[config.mk]
export PLATFORM = sky130hd
export DESIGN_NAME = spi_switch_regbank
export DESIGN_NICKNAME = d
export VERILOG_FILES = /design/src/rtl/sw_rb_pkg.sv /design/src/rtl/sw_rb_sync.sv /design/src/rtl/sw_rb_shifter.sv /design/src/rtl/sw_rb_regs.sv /design/src/rtl/sw_rb_chan_mux.sv /design/src/rtl/spi_switch_regbank.sv
export SDC_FILE = /design/constraint.sdc
export NUM_CORES = 1
export LEC_CHECK = 0
export BUFFER_PORTS_ARGS = -buffer_cell sky130_fd_sc_hd__buf_4
export CAP_MARGIN = 10
export CORE_MARGIN = 3
export CORE_UTILIZATION = 40
export CTS_BUF_LIST = sky130_fd_sc_hd__clkbuf_8
export DETAILED_ROUTE_END_ITERATION = 6
export HOLD_SLACK_MARGIN = 0.12
export PLACE_DENSITY = 0.69
export SLEW_MARGIN = 25
export SYNTH_ARGS = -nofsm -noshare
export SYNTH_HDL_FRONTEND = slang
export SYNTH_SLANG_ARGS = --single-unit
[constraint.sdc]
create_clock -name clk -period 2.64 [get_ports clk]
set_input_delay 0.396 -clock clk [delete_from_list [all_inputs] [get_ports clk]]
set_output_delay 0.396 -clock clk [all_outputs]
set_load 0.005 [all_outputs]
[src/rtl/sw_rb_pkg.sv]
package sw_rb_pkg;

    typedef enum logic [1:0] {
        OP_NOP     = 2'b00,
        OP_RD_CTRL = 2'b01,
        OP_RD_DIAG = 2'b10,
        OP_WRITE   = 2'b11
    } op_e;

    typedef enum logic [1:0] {
        SRC_OFF = 2'b00,
        SRC_A   = 2'b01,
        SRC_B   = 2'b10,
        SRC_ON  = 2'b11
    } src_e;

    localparam int CMD_BIT_CLR  = 0;
    localparam int CMD_BIT_STBY = 1;
    localparam int CMD_BIT_RST  = 2;

endpackage

[src/rtl/sw_rb_sync.sv]
module sw_rb_sync #(
    parameter int          W       = 1,
    parameter logic [W-1:0] RST_VAL = '0
) (
    input  logic         clk,
    input  logic         rst_n,
    input  logic [W-1:0] async_i,
    output logic [W-1:0] sync_o
);
    generate
        for (genvar b = 0; b < W; b++) begin : g_bit
            logic meta_q, stab_q;
            always_ff @(posedge clk or negedge rst_n) begin
                if (!rst_n) begin
                    meta_q <= RST_VAL[b];
                    stab_q <= RST_VAL[b];
                end else begin
                    meta_q <= async_i[b];
                    stab_q <= meta_q;
                end
            end
            assign sync_o[b] = stab_q;
        end
    endgenerate
endmodule

[src/rtl/sw_rb_shifter.sv]
module sw_rb_shifter
    import sw_rb_pkg::*;
#(
    parameter int FW = 16,
    parameter int AW = 3,
    parameter int DW = 4
) (
    input  logic          clk,
    input  logic          rst_n,
    input  logic          cs_i,
    input  logic          sclk_i,
    input  logic          si_i,
    input  logic [FW-1:0] resp_i,
    output logic          so_o,
    output logic          so_oe_o,
    output logic          commit_o,
    output op_e           op_o,
    output logic [AW-1:0] addr_o,
    output logic [DW-1:0] data_o
);
    localparam int CNT_W = $clog2(FW + 1) + 1;
    localparam logic [CNT_W-1:0] CNT_MAX  = '1;
    localparam logic [CNT_W-1:0] CNT_FULL = CNT_W'(FW);

    typedef struct packed {
        logic             cs_p;
        logic             sclk_p;
        logic             bit_q;
        logic [FW-1:0]    sh;
        logic [CNT_W-1:0] cnt;
    } shf_t;

    shf_t st_d, st_q;
    logic cs_fall, cs_rise, sclk_rise, sclk_fall;

    always_comb begin
        st_d        = st_q;
        st_d.cs_p   = cs_i;
        st_d.sclk_p = sclk_i;
        cs_fall     = st_q.cs_p & ~cs_i;
        cs_rise     = ~st_q.cs_p & cs_i;
        sclk_rise   = sclk_i & ~st_q.sclk_p;
        sclk_fall   = ~sclk_i & st_q.sclk_p;
        if (cs_fall) begin
            st_d.sh  = resp_i;
            st_d.cnt = '0;
        end else if (!cs_i) begin
            if (sclk_rise) begin
                st_d.bit_q = si_i;
                if (st_q.cnt != CNT_MAX) begin
                    st_d.cnt = st_q.cnt + 1'b1;
                end
            end else if (sclk_fall) begin
                st_d.sh = {st_q.sh[FW-2:0], st_q.bit_q};
            end
        end
        commit_o = cs_rise && (st_q.cnt == CNT_FULL);
        op_o     = op_e'(st_q.sh[FW-1 -: 2]);
        addr_o   = st_q.sh[FW-3 -: AW];
        data_o   = st_q.sh[DW-1:0];
        so_o     = st_q.sh[FW-1];
        so_oe_o  = ~cs_i;
    end

    always_ff @(posedge clk or negedge rst_n) begin
        if (!rst_n) begin
            st_q        <= '0;
            st_q.cs_p   <= 1'b1;
        end else begin
            st_q <= st_d;
        end
    end
endmodule

[src/rtl/sw_rb_regs.sv]
module sw_rb_regs
    import sw_rb_pkg::*;
#(
    parameter int NCH = 8,
    parameter int FW  = 16,
    parameter int AW  = 3,
    parameter int DW  = 4,
    parameter int DAW = 2
) (
    input  logic             clk,
    input  logic             rst_n,
    input  logic             commit_i,
    input  op_e              op_i,
    input  logic [AW-1:0]    addr_i,
    input  logic [DW-1:0]    data_i,
    input  logic             limp_i,
    input  logic [NCH-1:0]   fault_i,
    output logic [2*NCH-1:0] sel_o,
    output logic [NCH-1:0]   en_o,
    output logic [NCH-1:0]   flags_o,
    output logic             clr_o,
    output logic [FW-1:0]    resp_o
);
    localparam int N_SEL   = (2 * NCH) / DW;
    localparam int N_EN    = NCH / DW;
    localparam int EN_BASE = N_SEL;
    localparam int N_FLAG  = NCH / DW;
    localparam logic [AW-1:0] CMD_A = '1;
    localparam int PAD_RD  = FW - 2 - AW - DW;
    localparam int PAD_STD = FW - 2 - NCH;

    typedef struct packed {
        logic [2*NCH-1:0] sel;
        logic [NCH-1:0]   en;
        logic [NCH-1:0]   flags;
        logic             clr;
        op_e              rop;
        logic [AW-1:0]    raddr;
    } bank_t;

    bank_t st_d, st_q;
    logic [DW-1:0] ctrl_rd, diag_rd;

    always_comb begin
        st_d       = st_q;
        st_d.flags = st_q.clr ? '0 : (st_q.flags | fault_i);
        if (commit_i) begin
            st_d.clr   = 1'b0;
            st_d.rop   = op_i;
            st_d.raddr = addr_i;
            if (op_i == OP_WRITE && !limp_i) begin
                for (int a = 0; a < N_SEL; a++) begin
                    if (addr_i == AW'(a)) st_d.sel[a*DW +: DW] = data_i;
                end
                for (int e = 0; e < N_EN; e++) begin
                    if (addr_i == AW'(EN_BASE + e)) st_d.en[e*DW +: DW] = data_i;
                end
                if (addr_i == CMD_A) begin
                    st_d.clr = data_i[CMD_BIT_CLR];
                    if (data_i[CMD_BIT_STBY] || data_i[CMD_BIT_RST]) begin
                        st_d.sel = '0;
                        st_d.en  = '0;
                    end
                end
            end
        end
        if (limp_i) begin
            st_d.sel = '0;
            st_d.en  = '0;
            st_d.clr = 1'b0;
        end
    end

    always_comb begin
        ctrl_rd = '0;
        for (int a = 0; a < N_SEL; a++) begin
            if (st_q.raddr == AW'(a)) ctrl_rd = st_q.sel[a*DW +: DW];
        end
        for (int e = 0; e < N_EN; e++) begin
            if (st_q.raddr == AW'(EN_BASE + e)) ctrl_rd = st_q.en[e*DW +: DW];
        end
        if (st_q.raddr == CMD_A) ctrl_rd = {{(DW-1){1'b0}}, st_q.clr};

        diag_rd = '0;
        for (int f = 0; f < N_FLAG; f++) begin
            if (st_q.raddr[DAW-1:0] == DAW'(f)) diag_rd = st_q.flags[f*DW +: DW];
        end
        if (st_q.raddr[DAW-1:0] == DAW'(N_FLAG)) diag_rd = {{(DW-1){1'b0}}, limp_i};

        case (st_q.rop)
            OP_RD_CTRL: resp_o = {1'b1, 1'b0, st_q.raddr, {PAD_RD{1'b0}}, ctrl_rd};
            OP_RD_DIAG: resp_o = {1'b1, 1'b1, st_q.raddr, {PAD_RD{1'b0}}, diag_rd};
            default:    resp_o = {1'b0, limp_i, {PAD_STD{1'b0}}, st_q.flags};
        endcase
    end

    always_ff @(posedge clk or negedge rst_n) begin
        if (!rst_n) begin
            st_q     <= '0;
            st_q.rop <= OP_NOP;
        end else begin
            st_q <= st_d;
        end
    end

    assign sel_o   = st_q.sel;
    assign en_o    = st_q.en;
    assign flags_o = st_q.flags;
    assign clr_o   = st_q.clr;
endmodule

[src/rtl/sw_rb_chan_mux.sv]
module sw_rb_chan_mux
    import sw_rb_pkg::*;
#(
    parameter int NCH = 8
) (
    input  logic [2*NCH-1:0] sel_i,
    input  logic             a_i,
    input  logic             b_i,
    output logic [NCH-1:0]   on_o
);
    generate
        for (genvar ch = 0; ch < NCH; ch++) begin : g_ch
            src_e src;
            assign src = src_e'(sel_i[2*ch +: 2]);
            always_comb begin
                case (src)
                    SRC_A:   on_o[ch] = a_i;
                    SRC_B:   on_o[ch] = b_i;
                    SRC_ON:  on_o[ch] = 1'b1;
                    default: on_o[ch] = 1'b0;
                endcase
            end
        end
    endgenerate
endmodule

[src/rtl/spi_switch_regbank.sv]
module spi_switch_regbank
    import sw_rb_pkg::*;
#(
    parameter int NCH = 8,
    parameter int FW  = 16,
    parameter int AW  = 3,
    parameter int DW  = 4,
    parameter int DAW = 2
) (
    input  logic           clk,
    input  logic           rst_n,
    input  logic           cs_n_i,
    input  logic           sclk_i,
    input  logic           sdi_i,
    output logic           sdo_o,
    output logic           sdo_oe_o,
    input  logic           drv_a_i,
    input  logic           drv_b_i,
    input  logic           failsafe_i,
    input  logic [NCH-1:0] fault_i,
    output logic [NCH-1:0] chan_on_o,
    output logic [NCH-1:0] dcur_en_o
);
    localparam int NSYNC = 6;

    logic [NSYNC-1:0] sync_w;
    logic cs_s, sclk_s, si_s, limp_s, a_s, b_s;
    logic commit_w;
    op_e  op_w;
    logic [AW-1:0]    addr_w;
    logic [DW-1:0]    data_w;
    logic [FW-1:0]    resp_w;
    logic [2*NCH-1:0] sel_w;
    logic [NCH-1:0]   flags_w;
    logic             clr_w;

    sw_rb_sync #(.W(NSYNC), .RST_VAL(6'b000001)) u_sync (
        .clk    (clk),
        .rst_n  (rst_n),
        .async_i({drv_b_i, drv_a_i, failsafe_i, sdi_i, sclk_i, cs_n_i}),
        .sync_o (sync_w)
    );
    assign {b_s, a_s, limp_s, si_s, sclk_s, cs_s} = sync_w;

    sw_rb_shifter #(.FW(FW), .AW(AW), .DW(DW)) u_shf (
        .clk     (clk),
        .rst_n   (rst_n),
        .cs_i    (cs_s),
        .sclk_i  (sclk_s),
        .si_i    (si_s),
        .resp_i  (resp_w),
        .so_o    (sdo_o),
        .so_oe_o (sdo_oe_o),
        .commit_o(commit_w),
        .op_o    (op_w),
        .addr_o  (addr_w),
        .data_o  (data_w)
    );

    sw_rb_regs #(.NCH(NCH), .FW(FW), .AW(AW), .DW(DW), .DAW(DAW)) u_regs (
        .clk     (clk),
        .rst_n   (rst_n),
        .commit_i(commit_w),
        .op_i    (op_w),
        .addr_i  (addr_w),
        .data_i  (data_w),
        .limp_i  (limp_s),
        .fault_i (fault_i),
        .sel_o   (sel_w),
        .en_o    (dcur_en_o),
        .flags_o (flags_w),
        .clr_o   (clr_w),
        .resp_o  (resp_w)
    );

    sw_rb_chan_mux #(.NCH(NCH)) u_mux (
        .sel_i(sel_w),
        .a_i  (a_s),
        .b_i  (b_s),
        .on_o (chan_on_o)
    );
endmodule

# After elaboration in Yosys (flattened, before gate mapping)
# Cells that the tools add are included.
[totals] regBits=75 latchBits=0 ramBits=0 rom_bits=0 output_inout_bits=18 memories=0
[classes] add_sub_neg=1 mul=0 div=0 n_lt_le_gt_ge=0 eq_ne=45 n_shift=0 mux=41 n_bitwise=10 n_reduce_logical=16
[ops] cell="$mux W24" count=5
[ops] cell="$mux W4" count=16
[ops] cell="$mux W22" count=2
[ops] cell="$eq A2 B2 Y1 const B" count=19
[ops] cell="$mux W16" count=2
[ops] cell="$pmux W16 S2" count=1
[ops] cell="$pmux W1 S3" count=8
[ops] cell="$eq A2 B1 Y1 const B" count=10
[ops] cell="$eq A3 B3 Y1 const B" count=6
[ops] cell="$mux W6" count=3
[ops] cell="$eq A3 B2 Y1 const B" count=4
[ops] cell="$reduce_bool A2 Y1" count=5
[ops] cell="$reduce_and A3 Y1" count=3
[ops] cell="$mux W8" count=1
[ops] cell="$or A8 B8 Y8" count=1
[ops] cell="$add A6 B1 Y6 const B" count=1
[ops] cell="$eq A3 B1 Y1 const B" count=2
[ops] cell="$eq A6 B5 Y1 const B" count=1
[ops] cell="$logic_not A3 Y1" count=2
[ops] cell="$ne A6 B6 Y1 const B" count=1
[ops] cell="$not A1 Y1" count=5
[ops] cell="$and A1 B1 Y1" count=4
[ops] cell="$ne A2 B1 Y1 const B" count=2
[ops] cell="$mux W1" count=3
[ops] cell="5 further kinds" count=6

# Longest topological paths before layout
[depth] word_depth=10 ltp_mapped=7 mapped_depth_nobuf=6

# Cells and area by module
# From an unflattened synthesis, not the netlist that was laid out.
[hier_totals] hier_cells=389 area_unflattened_um2=4194.0
[modules_own_cells] module="sw_rb_regs" instances=1 cells_per_inst=236 area_per_inst_um2=2275.9 seq_area_each_um2=950.9
[modules_own_cells] module="sw_rb_shifter" instances=1 cells_per_inst=109 area_per_inst_um2=1436.4 seq_area_each_um2=626.9
[modules_own_cells] module="sw_rb_sync" instances=1 cells_per_inst=18 area_per_inst_um2=347.8 seq_area_each_um2=302.8
[modules_own_cells] module="sw_rb_chan_mux" instances=1 cells_per_inst=26 area_per_inst_um2=133.9 seq_area_each_um2=0.0

# Least setup slack after synthesis
# OpenSTA, ideal clock, no wires.
[synth_path] path_type="reg-to-reg" start="register u_sync.g_bit[0].stab_q" end="register u_regs.st_q (netlist bit u_regs.sel_o[10])" setup_time_ps=130 t_arrival_ps=1771 required_time_ps=2510 path_slack_ps=739 path_stages_with_launch=7 path_buffers=2 cell_sequence="dfstp_2 -> buf_2 -> and3b_1 -> a41oi_1 -> or4b_1 -> buf_2 -> mux2i_1"
[synth_via] elab_chain_cells=4
[synth_rtl] item="from (decl)" line="sw_rb_sync.sv:12" source="logic meta_q, stab_q;"
[synth_rtl] item="from (signal assigned)" line="sw_rb_sync.sv:16" source="stab_q <= RST_VAL[b];"
[synth_rtl] item="from (signal assigned)" line="sw_rb_sync.sv:19" source="stab_q <= meta_q;"
[synth_rtl] item="$and A1 B1 Y1" line="sw_rb_shifter.sv:41" source="cs_rise = ~st_q.cs_p & cs_i;"
[synth_rtl] item="$logic_and A1 B1 Y1" line="sw_rb_shifter.sv:57" source="commit_o = cs_rise && (st_q.cnt == CNT_FULL);"
[synth_rtl] item="$reduce_bool A2 Y1 (no line)"
[synth_rtl] item="$reduce_and A2 Y1 (no line)"
[synth_rtl] item="to (signal assigned)" line="sw_rb_regs.sv:102" source="st_q <= st_d;"
[synth_rtl] item="to (decl)" line="sw_rb_regs.sv:41" source="bank_t st_d, st_q;"
# Every way passes these cells.
# A chain may end at the register's enable or synchronous reset.

# Worst setup path after layout
[layout_path] start="register u_shf.st_q[0] in the netlist's numbering" end="register u_regs.st_q (netlist bit u_regs.en_o[0])"
[layout_via] elab_chain_cells=4
[layout_rtl] item="from (decl)" line="sw_rb_shifter.sv:33" source="shf_t st_d, st_q;"
[layout_rtl] item="from (signal assigned)" line="sw_rb_shifter.sv:70" source="st_q <= st_d;"
[layout_rtl] item="$eq A6 B5 Y1" line="sw_rb_shifter.sv:57"
[layout_rtl] item="$logic_and A1 B1 Y1" line="sw_rb_shifter.sv:57"
[layout_rtl] item="$reduce_bool A2 Y1 (no line)"
[layout_rtl] item="$reduce_and A2 Y1 (no line)"
# Every way passes these cells.

==> flow_summary_export.csv <==
group,metric,value,unit
setup_path,cp.arrival,2410,ps
logic_synthesis,syn-mean-instance-area,10.41,µm²
routing,dr_total_vias,2838,
die,die_y,102.8,µm
cts,clkTransAtPathRegs,90,ps
timing,setup_viol,0,
cts,cts_htree_levels,3,
cts,cts_sinks,75,
routing,routed_via_density,5.745,
routing,routed_wirelength,8.491,mm
setup_path,r2r_slack,430,ps
routing,post_drt_wl_per_cell,17.19,µm
timing,relSlewSlack,54.17,%
setup_path,crit_path_end_kind,"flip-flop",
setup_path,crit_buf_inv,1,
die,core,8891,µm²
worst_hold_path,hp-start,"drv_b_i",
cts,cts-buffers-inserted,9,
die,die_x,102.8,µm
routing,drt_pass1_iterations,6,
timing,hold_viol,0,
layout,areaGrowthSynthToFinish,13.58,%
cts,cts.path.max_buffers,2,
cts,cts_tree,"yes",
routing,remaining_drc_errors,0,
layout,drive_above_1_share,17.62,%
pwr,peakVddDrop,0.0003162,V
cts,post_cts_resized,0,
timing,rsz0062_at_grt,"no",
timing,post-route-min-period,2210,ps
layout,n_antenna_cell,0,
logic_synthesis,synth_cell_types,43,
logic_synthesis,synth-edff-count,0,
placed_design,dpl.hpwl,5.736,mm
pwr,power_density,562.5,nW/µm²
setup_path,r2r_end,"u_regs.en_o[0]",
timing,worstMarginPinSlew,680.2,ps
placed_design,portBuffers,33,
setup_path,cpPeakStageDelay,690,ps
cts,cts_hold_buffers,0,
logic_synthesis,synth_seq_cells,75,
die,rows,34,
logic_synthesis,netlist_area,3749,µm²
setup_path,crit_chain,"inv_1 -> ha_1 -> nor4b_4 -> a41oi_1 -> or4b_1 -> mux2i_1",
die,io_pins,34,
worst_hold_path,holdPathEnd,"u_sync.g_bit[5].meta_q",
setup_path,startpoint_type,"flip-flop",
logic_synthesis,yosysSeqAreaShare,50.17,%
timing,setup-tns-final,0,ps
setup_path,critPathSlowestCell,"or4b_1",
layout,nets,401,
setup_path,crit_type,"reg -> reg",
worst_hold_path,hold_path_depth,1,
outcome,status,"completed",
cts,cts_setup_buffers,0,
layout,seqCellArea,1881,µm²
layout,multiInputGateArea,1685,µm²
die,start_util,42.16,%
global_route,gr-total-overflow,0,
layout,n_fill_cell,789,
worst_hold_path,hold_path_class,"in -> reg",
setup_path,critPathRequiredTime,2840,ps
global_route,grt_use_total,16.81,%
setup_path,crit_fanout,6,
pwr,power,2395,µW
global_route,grt_pass1_wl,14.05,mm
timing,fmax,0.4524,GHz
routing,antenna_left,0,
logic_synthesis,synth_nets,380,
placed_design,placed_cells,476,
logic_synthesis,synthArstFlopShare,100.0,%
cts,root_buffer,"clkbuf_8",
logic_synthesis,synth_warnings,0,
setup_path,cp_top_family,"simple AND/OR/NAND/NOR gates",
layout,postLayoutCoreUtil,47.89,%
pwr,p_leak,0.001889,µW
flow_run,drv_cap,0,
timing,fin_crit_sh,83.72,%
logic_synthesis,synth_ff_type,"dfrtp_1",
setup_path,worstRegToRegCells,6,
routing,drt_iter0_drc,185,
timing,clock_skew,14.17,ps
placed_design,gp_congestion,0.8548,
global_route,grt_pass1_vias,2726,
setup_path,r2r-start,"u_shf.st_q[0]",
die,dieArea,10570,µm²
layout,final_cells,494,
logic_synthesis,syn_inst,360,
global_route,grt_max_degree,76,
global_route,antenna_found_initial,0,
cts,clk_latency,340,ps
timing,drv_slew,0,
layer usage:
metal | vias to the layer above | wire length, µm | global-route usage, %
met4 | 0 | 123 | 4.880
met5 | - | 0 | 0
li1 | 1318 | - | -
met1 | 1425 | 4048 | 24.72
met2 | 85 | 3894 | 25.27
met3 | 10 | 424 | 3.383
cells in the mapped netlist (2+ instances only):
| cell | n | area (µm²) |
|---|---|---|
| ha_1 | 4 | 50.05 |
| nand3b_1 | 30 | 225.2 |
| nand3_1 | 6 | 30.03 |
| o22ai_1 | 9 | 56.30 |
| inv_1 | 6 | 22.52 |
| buf_2 | 5 | 25.02 |
| a221oi_1 | 2 | 17.52 |
| nand2b_1 | 6 | 37.54 |
| dfrtp_1 | 72 | 1802 |
| nor3b_1 | 4 | 30.03 |
| or3b_2 | 2 | 17.52 |
| o211ai_1 | 4 | 30.03 |
| o21ai_0 | 8 | 40.04 |
| a21oi_1 | 17 | 85.08 |
| buf_4 | 8 | 60.06 |
| mux2_2 | 5 | 56.30 |
| a22o_1 | 3 | 26.28 |
| o21a_1 | 2 | 15.01 |
| mux2i_1 | 44 | 440.4 |
| o311ai_0 | 2 | 17.52 |
| nor2_1 | 51 | 191.4 |
| or4b_1 | 3 | 30.03 |
| nand2_1 | 15 | 56.30 |
| nor3_1 | 8 | 40.04 |
| or4_1 | 3 | 22.52 |
| clkbuf_1 | 20 | 75.07 |
| dfstp_2 | 3 | 78.83 |
| o31ai_1 | 3 | 22.52 |
flip-flops by register name (all words and copies together) (netlist names):
name / flops
u_shf.addr_o: 3
u_regs.en_o: 8
u_shf.st_q: 16
u_sync.g_bit.stab_q: 6
u_regs.clr_o: 1
u_shf.data_o: 4
u_regs.flags_o: 8
u_regs.sel_o: 16
u_shf.op_o: 2
u_regs.st_q: 5
u_sync.g_bit.meta_q: 6
worst register-to-register path, stage by stage (launching register included):
cell	delay (ps)
dfrtp_1	440
inv_1	80
ha_1	140
nor4b_4	250
a41oi_1	320
or4b_1	690
mux2i_1	170
layout by cell type, fill, tap and decap left out, types with 3 or more instances in the layout:
| cell | Yosys | final |
|---|---|---|
| dfrtp_1 | 72 | 72 |
| nor2_1 | 51 | 51 |
| mux2i_1 | 44 | 44 |
| buf_4 | 8 | 41 |
| nand3b_1 | 30 | 30 |
| a21oi_1 | 17 | 17 |
| nand2_1 | 15 | 15 |
| clkbuf_8 | 0 | 10 |
| o22ai_1 | 9 | 9 |
| inv_1 | 6 | 8 |
| nor3_1 | 8 | 8 |
| o21ai_0 | 8 | 8 |
| nand2b_1 | 6 | 6 |
| nand3_1 | 6 | 6 |
| mux2_2 | 5 | 5 |
| nor3b_1 | 4 | 4 |
| o211ai_1 | 4 | 4 |
| ha_1 | 4 | 4 |
| a22o_1 | 3 | 3 |
| o31ai_1 | 3 | 3 |
| or4b_1 | 3 | 3 |
| or4_1 | 3 | 3 |
| dfstp_2 | 3 | 3 |
worst max path at each step:
stage | slack [ps] | from | endpoint | cells after the start
after floorplan | 740 | u_sync.g_bit[0].stab_q | u_regs.sel_o[10] | 6
after CTS | 430 | u_shf.st_q[0] | u_regs.en_o[0] | 6
after global placement | 480 | u_shf.st_q[0] | u_regs.en_o[1] | 6
after detailed placement | 440 | u_shf.st_q[0] | u_regs.sel_o[8] | 6
after global routing | 320 | u_shf.st_q[0] | u_regs.en_o[0] | 6
final | 430 | u_shf.st_q[0] | u_regs.en_o[0] | 6
report_power, final:
part           internal [µW]  leakage (µW)  switching, µW
sequential              1210      0.000923           72.5
clock                    458      0.000105            422
combinational            113      0.000860            123
cells by family after synthesis:
logic type,share of synthesized area [%]
xor gates and xnor gates,0.2337
adders and majority gates,1.335
and+or+nand+nor,20.26
DFF,50.17
AOI/OAI and AO/OA,9.279
buffers and inverters,4.873
muxes,13.85
per-stage QoR:
step / hold WS [ps] / worst slack [ps] / cell area [µm²]
after floorplan: 100.4 / 738.7 / 3749
after global placement: 331.8 / 477.8 / 4031
after detailed placement: 337.3 / 441.9 / 4031
after CTS: 147.6 / 428.3 / 4228
after global routing: 142.6 / 315.4 / 4258
final: 155.6 / 429.8 / 4258
layout make-up:
class / count / area share [%]
timing repair buffer: 43 / 7.934
multi-input combinational: 246 / 39.58
clock inverter: 6 / 1.381
inverter: 6 / 0.5289
sequential: 75 / 44.17
tap: 108 / 3.174
clock buffer: 10 / 3.232
(Power assumes the default switching activity.)
